<file path="src/rtl/lbc_pkg.sv">
package lbc_pkg;

   typedef enum logic {
      BR_LOOP_TOP  = 1'b0,
      BR_LOOP_EXIT = 1'b1
   } br_kind_e;

   // per-request action chosen by the decision logic
   typedef struct packed {
      logic rotate;     // shift the predicate window one place
      logic inject;     // value entering the first stage predicate
      logic lc_dec;     // lower the loop counter
      logic ec_dec;     // lower the epilogue counter
      logic top_taken;  // decision in loop-top sense
   } br_action_t;

endpackage

</file>
<file path="src/rtl/lbc_decide.sv">
module lbc_decide
   import lbc_pkg::*;
(
   input  logic       req_valid,
   input  logic       lc_zero,
   input  logic       ec_zero,
   input  logic       ec_one,
   output br_action_t act
);

   always_comb begin
      act = '0;
      if (req_valid) begin
         if (!lc_zero) begin
            // kernel and prologue: keep feeding new iterations
            act.rotate    = 1'b1;
            act.inject    = 1'b1;
            act.lc_dec    = 1'b1;
            act.top_taken = 1'b1;
         end else if (!ec_zero) begin
            // epilogue: drain, taken while stages remain after this one
            act.rotate    = 1'b1;
            act.inject    = 1'b0;
            act.ec_dec    = 1'b1;
            act.top_taken = !ec_one;
         end
      end
   end

endmodule

</file>
<file path="src/rtl/lbc_counters.sv">
module lbc_counters #(
   parameter int LC_W = 64,
   parameter int EC_W = 6
) (
   input  logic            clk,
   input  logic            rst_n,
   input  logic            lc_we,
   input  logic [LC_W-1:0] lc_wdata,
   input  logic            ec_we,
   input  logic [EC_W-1:0] ec_wdata,
   input  logic            lc_dec,
   input  logic            ec_dec,
   output logic [LC_W-1:0] lc_q,
   output logic [EC_W-1:0] ec_q,
   output logic            lc_zero,
   output logic            ec_zero,
   output logic            ec_one
);

   localparam logic [LC_W-1:0] LC_ONE = {{(LC_W-1){1'b0}}, 1'b1};
   localparam logic [EC_W-1:0] EC_ONE = {{(EC_W-1){1'b0}}, 1'b1};

   always_ff @(posedge clk or negedge rst_n) begin
      if (!rst_n) begin
         lc_q <= '0;
      end else if (lc_we) begin
         lc_q <= lc_wdata;
      end else if (lc_dec) begin
         lc_q <= lc_q - LC_ONE;
      end
   end

   always_ff @(posedge clk or negedge rst_n) begin
      if (!rst_n) begin
         ec_q <= '0;
      end else if (ec_we) begin
         ec_q <= ec_wdata;
      end else if (ec_dec) begin
         ec_q <= ec_q - EC_ONE;
      end
   end

   assign lc_zero = (lc_q == '0);
   assign ec_zero = (ec_q == '0);
   assign ec_one  = (ec_q == EC_ONE);

   assert_lc_dec_R2: assert property (@(posedge clk) disable iff (!rst_n)
      (lc_dec && !lc_we) |=> (lc_q == $past(lc_q) - LC_ONE));

   assert_lc_floor_R3: assert property (@(posedge clk) disable iff (!rst_n)
      lc_dec |-> !lc_zero);

   assert_ec_floor_R3: assert property (@(posedge clk) disable iff (!rst_n)
      ec_dec |-> !ec_zero);

   assert_ec_dec_R3: assert property (@(posedge clk) disable iff (!rst_n)
      (ec_dec && !ec_we) |=> (ec_q == $past(ec_q) - EC_ONE));

   assert_ec_hold_R2: assert property (@(posedge clk) disable iff (!rst_n)
      (lc_dec && !ec_we) |=> $stable(ec_q));

   assert_one_counter_R3: assert property (@(posedge clk) disable iff (!rst_n)
      !(lc_dec && ec_dec));

endmodule

</file>
<file path="src/rtl/lbc_pred_file.sv">
module lbc_pred_file #(
   parameter int PR_W     = 64,
   parameter int ROT_BASE = 16
) (
   input  logic            clk,
   input  logic            rst_n,
   input  logic            pr_we,
   input  logic [PR_W-1:0] pr_wdata,
   input  logic            rotate,
   input  logic            inject,
   output logic [PR_W-1:0] pr_rdata
);

   localparam int STORE_W = PR_W - 1;   // bit 0 is a constant one

   logic [PR_W-1:1] pr_q;
   logic [PR_W-1:1] rot_next;

   genvar gi;
   generate
      for (gi = 1; gi < PR_W; gi++) begin : g_bit
         if (gi < ROT_BASE) begin : g_static
            assign rot_next[gi] = pr_q[gi];
         end else if (gi == ROT_BASE) begin : g_first
            assign rot_next[gi] = inject;
         end else begin : g_shift
            assign rot_next[gi] = pr_q[gi-1];
         end
      end
   endgenerate

   always_ff @(posedge clk or negedge rst_n) begin
      if (!rst_n) begin
         pr_q <= '0;
      end else if (pr_we) begin
         pr_q <= pr_wdata[PR_W-1:1];
      end else if (rotate) begin
         pr_q <= rot_next;
      end
   end

   assign pr_rdata = {pr_q, 1'b1};

   assert_inject_R2: assert property (@(posedge clk) disable iff (!rst_n)
      (rotate && !pr_we) |=> (pr_rdata[ROT_BASE] == $past(inject)));

   assert_shift_R5: assert property (@(posedge clk) disable iff (!rst_n)
      (rotate && !pr_we) |=>
         (pr_rdata[PR_W-1:ROT_BASE+1] == $past(pr_rdata[PR_W-2:ROT_BASE])));

   assert_low_stable_R5: assert property (@(posedge clk) disable iff (!rst_n)
      !pr_we |=> (pr_rdata[ROT_BASE-1:0] == $past(pr_rdata[ROT_BASE-1:0])));

   assert_hold_R7: assert property (@(posedge clk) disable iff (!rst_n)
      (!rotate && !pr_we) |=> $stable(pr_rdata));

   initial begin
      assert_width_R8: assert (STORE_W >= ROT_BASE + 1);
   end

endmodule

</file>
<file path="src/rtl/loop_branch_ctrl.sv">
module loop_branch_ctrl
   import lbc_pkg::*;
#(
   parameter int LC_W     = 64,
   parameter int EC_W     = 6,
   parameter int PR_W     = 64,
   parameter int ROT_BASE = 16
) (
   input  logic            clk,
   input  logic            rst_n,
   input  logic            lc_we,
   input  logic [LC_W-1:0] lc_wdata,
   output logic [LC_W-1:0] lc_rdata,
   input  logic            ec_we,
   input  logic [EC_W-1:0] ec_wdata,
   output logic [EC_W-1:0] ec_rdata,
   input  logic            pr_we,
   input  logic [PR_W-1:0] pr_wdata,
   output logic [PR_W-1:0] pr_rdata,
   input  logic            br_valid,
   input  logic            br_kind,
   output logic            br_taken,
   output logic            rot_strobe
);

   generate
      if (LC_W < 1) begin : g_bad_lc
         $error("LC_W must be at least 1");
      end
      if (EC_W < 2) begin : g_bad_ec
         $error("EC_W must be at least 2");
      end
      if (ROT_BASE < 1 || ROT_BASE > PR_W - 2) begin : g_bad_rot
         $error("ROT_BASE must leave room for a rotating window");
      end
   endgenerate

   br_kind_e   kind;
   br_action_t act;
   logic       lc_zero, ec_zero, ec_one;
   logic       taken_q, rot_q;

   assign kind = br_kind_e'(br_kind);

   lbc_decide u_decide (
      .req_valid (br_valid),
      .lc_zero   (lc_zero),
      .ec_zero   (ec_zero),
      .ec_one    (ec_one),
      .act       (act)
   );

   lbc_counters #(.LC_W(LC_W), .EC_W(EC_W)) u_counters (
      .clk      (clk),
      .rst_n    (rst_n),
      .lc_we    (lc_we),
      .lc_wdata (lc_wdata),
      .ec_we    (ec_we),
      .ec_wdata (ec_wdata),
      .lc_dec   (act.lc_dec),
      .ec_dec   (act.ec_dec),
      .lc_q     (lc_rdata),
      .ec_q     (ec_rdata),
      .lc_zero  (lc_zero),
      .ec_zero  (ec_zero),
      .ec_one   (ec_one)
   );

   lbc_pred_file #(.PR_W(PR_W), .ROT_BASE(ROT_BASE)) u_pred (
      .clk      (clk),
      .rst_n    (rst_n),
      .pr_we    (pr_we),
      .pr_wdata (pr_wdata),
      .rotate   (act.rotate),
      .inject   (act.inject),
      .pr_rdata (pr_rdata)
   );

   always_ff @(posedge clk or negedge rst_n) begin
      if (!rst_n) begin
         taken_q <= 1'b0;
         rot_q   <= 1'b0;
      end else begin
         rot_q   <= act.rotate;
         taken_q <= br_valid &&
                    ((kind == BR_LOOP_EXIT) ? !act.top_taken : act.top_taken);
      end
   end

   assign br_taken   = taken_q;
   assign rot_strobe = rot_q;

   assert_quiet_R7: assert property (@(posedge clk) disable iff (!rst_n)
      !br_valid |=> (!br_taken && !rot_strobe));

   assert_top_taken_R2: assert property (@(posedge clk) disable iff (!rst_n)
      (br_valid && !br_kind && (lc_rdata != '0)) |=> (br_taken && rot_strobe));

   assert_exit_inv_R6: assert property (@(posedge clk) disable iff (!rst_n)
      (br_valid && br_kind && (lc_rdata != '0)) |=> (!br_taken && rot_strobe));

   assert_idle_R4: assert property (@(posedge clk) disable iff (!rst_n)
      (br_valid && (lc_rdata == '0) && (ec_rdata == '0) && !lc_we && !ec_we)
      |=> (!rot_strobe && $stable(lc_rdata) && $stable(ec_rdata)));

   assert_bit0_R8: assert property (@(posedge clk) disable iff (!rst_n)
      $past(pr_we) |-> pr_rdata[0]);

endmodule

</file>
<file path="config.mk">
export PLATFORM = sky130hd
export DESIGN_NAME = loop_branch_ctrl
export DESIGN_NICKNAME = d
export VERILOG_FILES = /design/src/rtl/lbc_pkg.sv /design/src/rtl/lbc_decide.sv /design/src/rtl/lbc_counters.sv /design/src/rtl/lbc_pred_file.sv /design/src/rtl/loop_branch_ctrl.sv
export SDC_FILE = /design/constraint.sdc
export NUM_CORES = 1
export LEC_CHECK = 0
export ABC_AREA = 1
export BUFFER_PORTS_ARGS = -buffer_cell sky130_fd_sc_hd__buf_2
export CAP_MARGIN = 5
export CORE_UTILIZATION = 53
export CTS_CLUSTER_SIZE = 8
export DETAILED_ROUTE_END_ITERATION = 6
export PLACE_DENSITY = 0.85
export SYNTH_ARGS = -nofsm -noshare
export SYNTH_HDL_FRONTEND = slang
export SYNTH_SLANG_ARGS = --single-unit
export TNS_END_PERCENT = 100
</file>
<file path="constraint.sdc">
create_clock -name clk -period 2.29 [get_ports clk]
set_input_delay 0.3435 -clock clk [delete_from_list [all_inputs] [get_ports clk]]
set_output_delay 0.3435 -clock clk [all_outputs]
set_load 0.01 [all_outputs]
</file>
### Yosys cells after proc, flatten, opt, wreduce, memory -nomap -nowiden

Index checks and enable logic that the tools add are counted.

* register bits: 135
* bits of input ports: 141
* output and inout port bits: 136
* logic and storage cells: 31

* add/sub/neg operators: 2
* equal/unequal tests: 1
* multiplexer cells: 14
* reduce and logical (&&, ||, !) cells: 8

Operators with widths (count)
* 64-bit two-way mux: 2
* 63-bit two-way mux: 2
* 64-bit logical NOT: 1
* 64-bit by 1-bit subtractor with 64-bit output, second input constant: 1
* 6-bit two-way mux: 2
* 6-bit by 1-bit equality test with 1-bit output, second input constant: 1
* 6-bit logical NOT: 1
* 2-bit two-way mux: 3
* 2-bit nonzero test: 3
* 6-bit by 1-bit subtractor with 6-bit output, second input constant: 1
* 5-bit two-way mux: 1
* 1-bit two-way mux: 4
* 1-bit logical NOT: 2
* 1-bit logical AND: 1

### Longest topological paths before layout

* depth in word-level cells: 8
* mapped depth: 14
* gate-level depth less buffers: 12

### Modules after synthesis

Synthesis repeated with hierarchy kept, for this count alone.

* cells, all modules: 1138
* area, all modules: 8077.7 um^2

By module, submodules not included
* lbc_counters: instances 1, cells an instance 793, area an instance 5222.5 um^2, seq. area each 1751.7 um^2
* lbc_pred_file: instances 1, cells an instance 327, area an instance 2741.4 um^2, seq. area each 1576.5 um^2
* loop_branch_ctrl: instances 1, cells an instance 6, area an instance 65.1 um^2, seq. area each 50.0 um^2
* lbc_decide: instances 1, cells an instance 12, area an instance 48.8 um^2, seq. area each 0.0 um^2

### Worst setup path before layout

No wires, ideal clock.

* path type: flip-flop to flip-flop
* start: register u_counters.lc_q[0]
* end: register u_counters.lc_q[62]
* library setup time: 0.117 ns
* data arrival time: 1.678 ns
* slack: 0.495 ns
* cell stages (with the launch flop): 12
* cells stage by stage: dfrtp_1 > inv_1 > ha_1 > inv_1 > nor2_2 > nand2_1 > nor2_1 > nand2_1 > nand2_1 > nand3_1 > nand3_2 > nand2_1

* cells in the longest elaborated chain, start to end: 4
* elaborated cells on any way between the ends: 7
* those cells by class: add/sub (1); mux (4); reduce/logical (2)

RTL lines
* start, declared: line lbc_counters.sv:13 `output logic [LC_W-1:0] lc_q,`
* start signal, assigned: line lbc_counters.sv:27 `lc_q <= lc_wdata;`
* start signal, assigned: line lbc_counters.sv:29 `lc_q <= lc_q - LC_ONE;`
* branches (longest 4 deep; another with 64-bit by 1-bit subtractor with 64-bit output)

Parallel ways; which one is timed is not known. The select of a mux whose other input is x is not followed.
A chain may end at the register's enable or synchronous reset.

### Worst setup path after layout

* start: register u_counters.lc_q[47]
* end: register u_pred.pr_q[16] (netlist bit)

* cells in the longest elaborated chain, start to end: 5
* elaborated cells on any way between the ends: 6
* those cells by class: mux (4); reduce/logical (2)

RTL lines
* 64-bit logical NOT *: line lbc_counters.sv:43 `assign lc_zero = (lc_q == '0);`
* 2-bit two-way mux *: line lbc_decide.sv:14 `if (!lc_zero) begin`
* 5-bit two-way mux *: line lbc_decide.sv:13 `if (req_valid) begin`
* 63-bit two-way mux: line lbc_pred_file.sv:37 `end else if (rotate) begin`
* 63-bit two-way mux: line lbc_pred_file.sv:35 `end else if (pr_we) begin`
* end signal, assigned: line lbc_pred_file.sv:36 `pr_q <= pr_wdata[PR_W-1:1];`
* end signal, assigned: line lbc_pred_file.sv:38 `pr_q <= rot_next;`
* end, declared: line lbc_pred_file.sv:16 `logic [PR_W-1:1] pr_q;`

Every way passes the cells marked *; elsewhere a longest branch is shown, timed or not. The select of a mux whose other input is x is not followed.

==> metrics.txt <==
RD Place Congestion 0.997; leakage power 0.00598 µW; placed cells 1,880; CP Cell Sequence nor2_1, nand2_1, nor2_1, nand2_1, nor2_2, nand2_2, nand2_4, buf_6, nand2_1, o21ai_0, o21ai_0; Net Sw Power 2700 µW; Slew headroom 0.589; Gate Count Post-Synth 1,399; crit path DAT 2.38 ns; Die H 132 µm; startpoint types register; Most common cell on crit path nand2_1; Tot Pwr 7660 µW; DR pass1 iterations 5; Setup Skew 0.0102 ns; routed wire length 29.1 mm; diodes inserted 0; Worst-path clk slew 0.07 ns; # IOs 277; Via density 5.23; root buffer cell clkbuf_16; nets@finish 1,826; period utilization 0.911; Slew Viols, Final 0; DRC 0; vias in the first global route 9,344; synthesized net count 1,545; Yosys reg bits 135; Final ANT Viol Nets 0; final setup fails 0; total CTS buffers 17; Multi-input gate area 4790 µm²; pwr dens 680 nW/µm²; Cell Area, Placed 10,700 µm²; crit-path max FO 34; share of layout cells above drive strength 1 0.234; DR vias 10,005; Hold Crit Class in -> reg; H-tree levels 4; GRT Residual Overflow 0; Core Area 16,500 µm²; Initial Util 0.540; Flop pwr share 0.384; R2R setup slack 0.20 ns; Final Instance Area 11,300 µm²; internal power 4960 µW; Clock power frac 0.358; row count 47; crit path kind reg -> reg; Logic pwr share 0.258; non-filler cells, final 1,913; first-pass GRT wire length 46.6 mm; Die X 132 µm; switching fraction of total power 0.352; Final Hold Violating Endpoints 0; Overall Global Routing Usage 0.340; CP max-delay cell dfrtp_1; Mapped Avg Cell Area 6.38 µm²; synth unique cells 32; initial antenna violation count 0; largest net degree at the start of global routing 103; Area Overhead vs Synth 26.1%; Synth Cell Area 8930 µm²; port buffer count 274; Max Freq 0.479 GHz; Syn. warnings 0; status finished, final reports clean; CP required 2.58 ns; Worst path max stage delay 0.44 ns; fin crit period 2.09 ns; Die ar. 17,400 µm²; dpl hpwl 21.8 mm; DR WL/cell 15.2 µm; number of max-cap violations 0; clock buffer depth 2; register area share after synthesis 0.378; WHS 0.106 ns; RSZ-0062 raised after global routing false; # fillers 1,469; Sink Count 135; Crit. End Element register; worst-margin pin slew 0.616 ns; Peak VDD IR 567 µV; post-route setup TNS 0 ns; Skew-Pair Late Insertion Delay 0.43 ns; CTS tree yes; Iter 0 DRT Violations 821; Reg area 3380 µm²
==> cells by family after synthesis <==
family	synth area share
AO/OA/AOI/OAI	0.0340
XOR/XNOR	0.0157
adder cells (fa/ha/maj)	0.00701
buffers and inverters	0.0848
flip-flops	0.378
other	0.000420
AND/OR/NAND/NOR	0.480
==> final cells by class <==
cell class / instances / area share
clock buffers: 18 / 0.0390
clock inverters: 14 / 0.0123
inverters: 117 / 0.0390
multi-input cells: 1089 / 0.426
flip-flops and latches: 135 / 0.300
well taps: 220 / 0.0244
repair buffers: 320 / 0.159
==> stage by stage <==
step | utilization | setup WS [ns]
after floorplan | - | 0.495
after global placement | 0.645 | 0.227
after detailed placement | 0.645 | 0.166
after CTS | 0.681 | 0.132
after global routing | 0.681 | 0.00342
final | 0.681 | 0.204
==> synthesized netlist by cell type (all sizes together) <==
library cell | n | area share
buf | 26 | 0.022
xnor2 | 1 | 0.00098
xor2 | 15 | 0.015
a31oi | 1 | 0.00070
o21bai | 3 | 0.0025
nand3b | 19 | 0.016
a21oi | 1 | 0.00056
nor2 | 223 | 0.099
inv | 117 | 0.049
nand2 | 553 | 0.24
o31ai | 1 | 0.00084
o21ai | 51 | 0.029
dfrtp | 135 | 0.38
a21boi | 1 | 0.00084
conb | 1 | 0.00042
nand3 | 184 | 0.11
clkbuf | 32 | 0.013
nor3 | 2 | 0.0011
and2 | 2 | 0.0014
ha | 5 | 0.0070
or2 | 16 | 0.011
nand4 | 10 | 0.0070
==> placed cells by master (no fill, tap or decap), types with 5 or more instances in the layout <==
| cell type | Yosys | final |
|---|---|---|
| inv_1 | 116 | 116 |
| o21ai_1 | 10 | 10 |
| inv_6 | 0 | 6 |
| buf_4 | 4 | 38 |
| nand2_2 | 5 | 5 |
| buf_12 | 0 | 5 |
| o21ai_0 | 41 | 41 |
| buf_2 | 8 | 273 |
| nor2_1 | 211 | 211 |
| or2_2 | 16 | 16 |
| nor2_2 | 9 | 9 |
| nand2_1 | 546 | 546 |
| nand3_2 | 10 | 10 |
| nand3b_1 | 19 | 19 |
| nand3_1 | 174 | 174 |
| xor2_1 | 15 | 15 |
| ha_1 | 5 | 5 |
| dfrtp_1 | 135 | 135 |
| clkbuf_16 | 0 | 17 |
| nand4_1 | 10 | 10 |
==> critical path, delay by kind of cell, from the launching register on <==
family / cells / cell delay, ns
buffers and inverters: 1 / 0.25
DFF: 1 / 0.44
and+or+nand+nor: 8 / 1.04
AOI/OAI and AO/OA: 2 / 0.21
==> flip-flops by register name, summed over array words and instances, names as in the netlist <==
name / cells
u_counters.lc_q: 64
u_pred.pr_q: 63
u_counters.ec_q: 6
rot_strobe: 1
br_taken: 1
==> path summary, 6_finish.rpt <==
kind,from,endpoint,cells past startpoint
worst max-delay path,u_counters.lc_q[47],u_pred.pr_q[16],11
worst min-delay path,pr_wdata[2],u_pred.pr_q[2],3
worst max register to register,u_counters.lc_q[47],u_pred.pr_q[16],11
worst min register to register,u_pred.pr_q[1],u_pred.pr_q[1],2
max in group asynchronous,rst_n,u_counters.lc_q[61],3
min in group asynchronous,rst_n,u_counters.lc_q[23],2
==> layer usage <==
metal,part of all wire,global-route usage
met4,0.038,0.161
met3,0.084,0.0769
met5,0,0
met2,0.47,0.549
met1,0.41,0.433
==> repair_timing <==
| item | in CTS | in global routing |
|---|---|---|
| hold buffers | 1 | 0 |
| hold endpoints to repair | 60 | 0 |
| setup endpoints to repair | 0 | 3 |
| buffers inserted | 0 | 0 |
| gates resized for setup | 0 | 2 |
==> power by group through the flow <==
stage / sequential [µW] / clock [µW] / combinational (µW)
finish: 2940 / 2740 / 1980
global route: 2970 / 2850 / 2200
CTS: 2930 / 2760 / 1970
detailed placement: 2960 / 0 / 1950
global placement: 2960 / 0 / 1910
floorplan: 3070 / 0 / 980
Note: power is estimated with default switching activity, not from simulation.
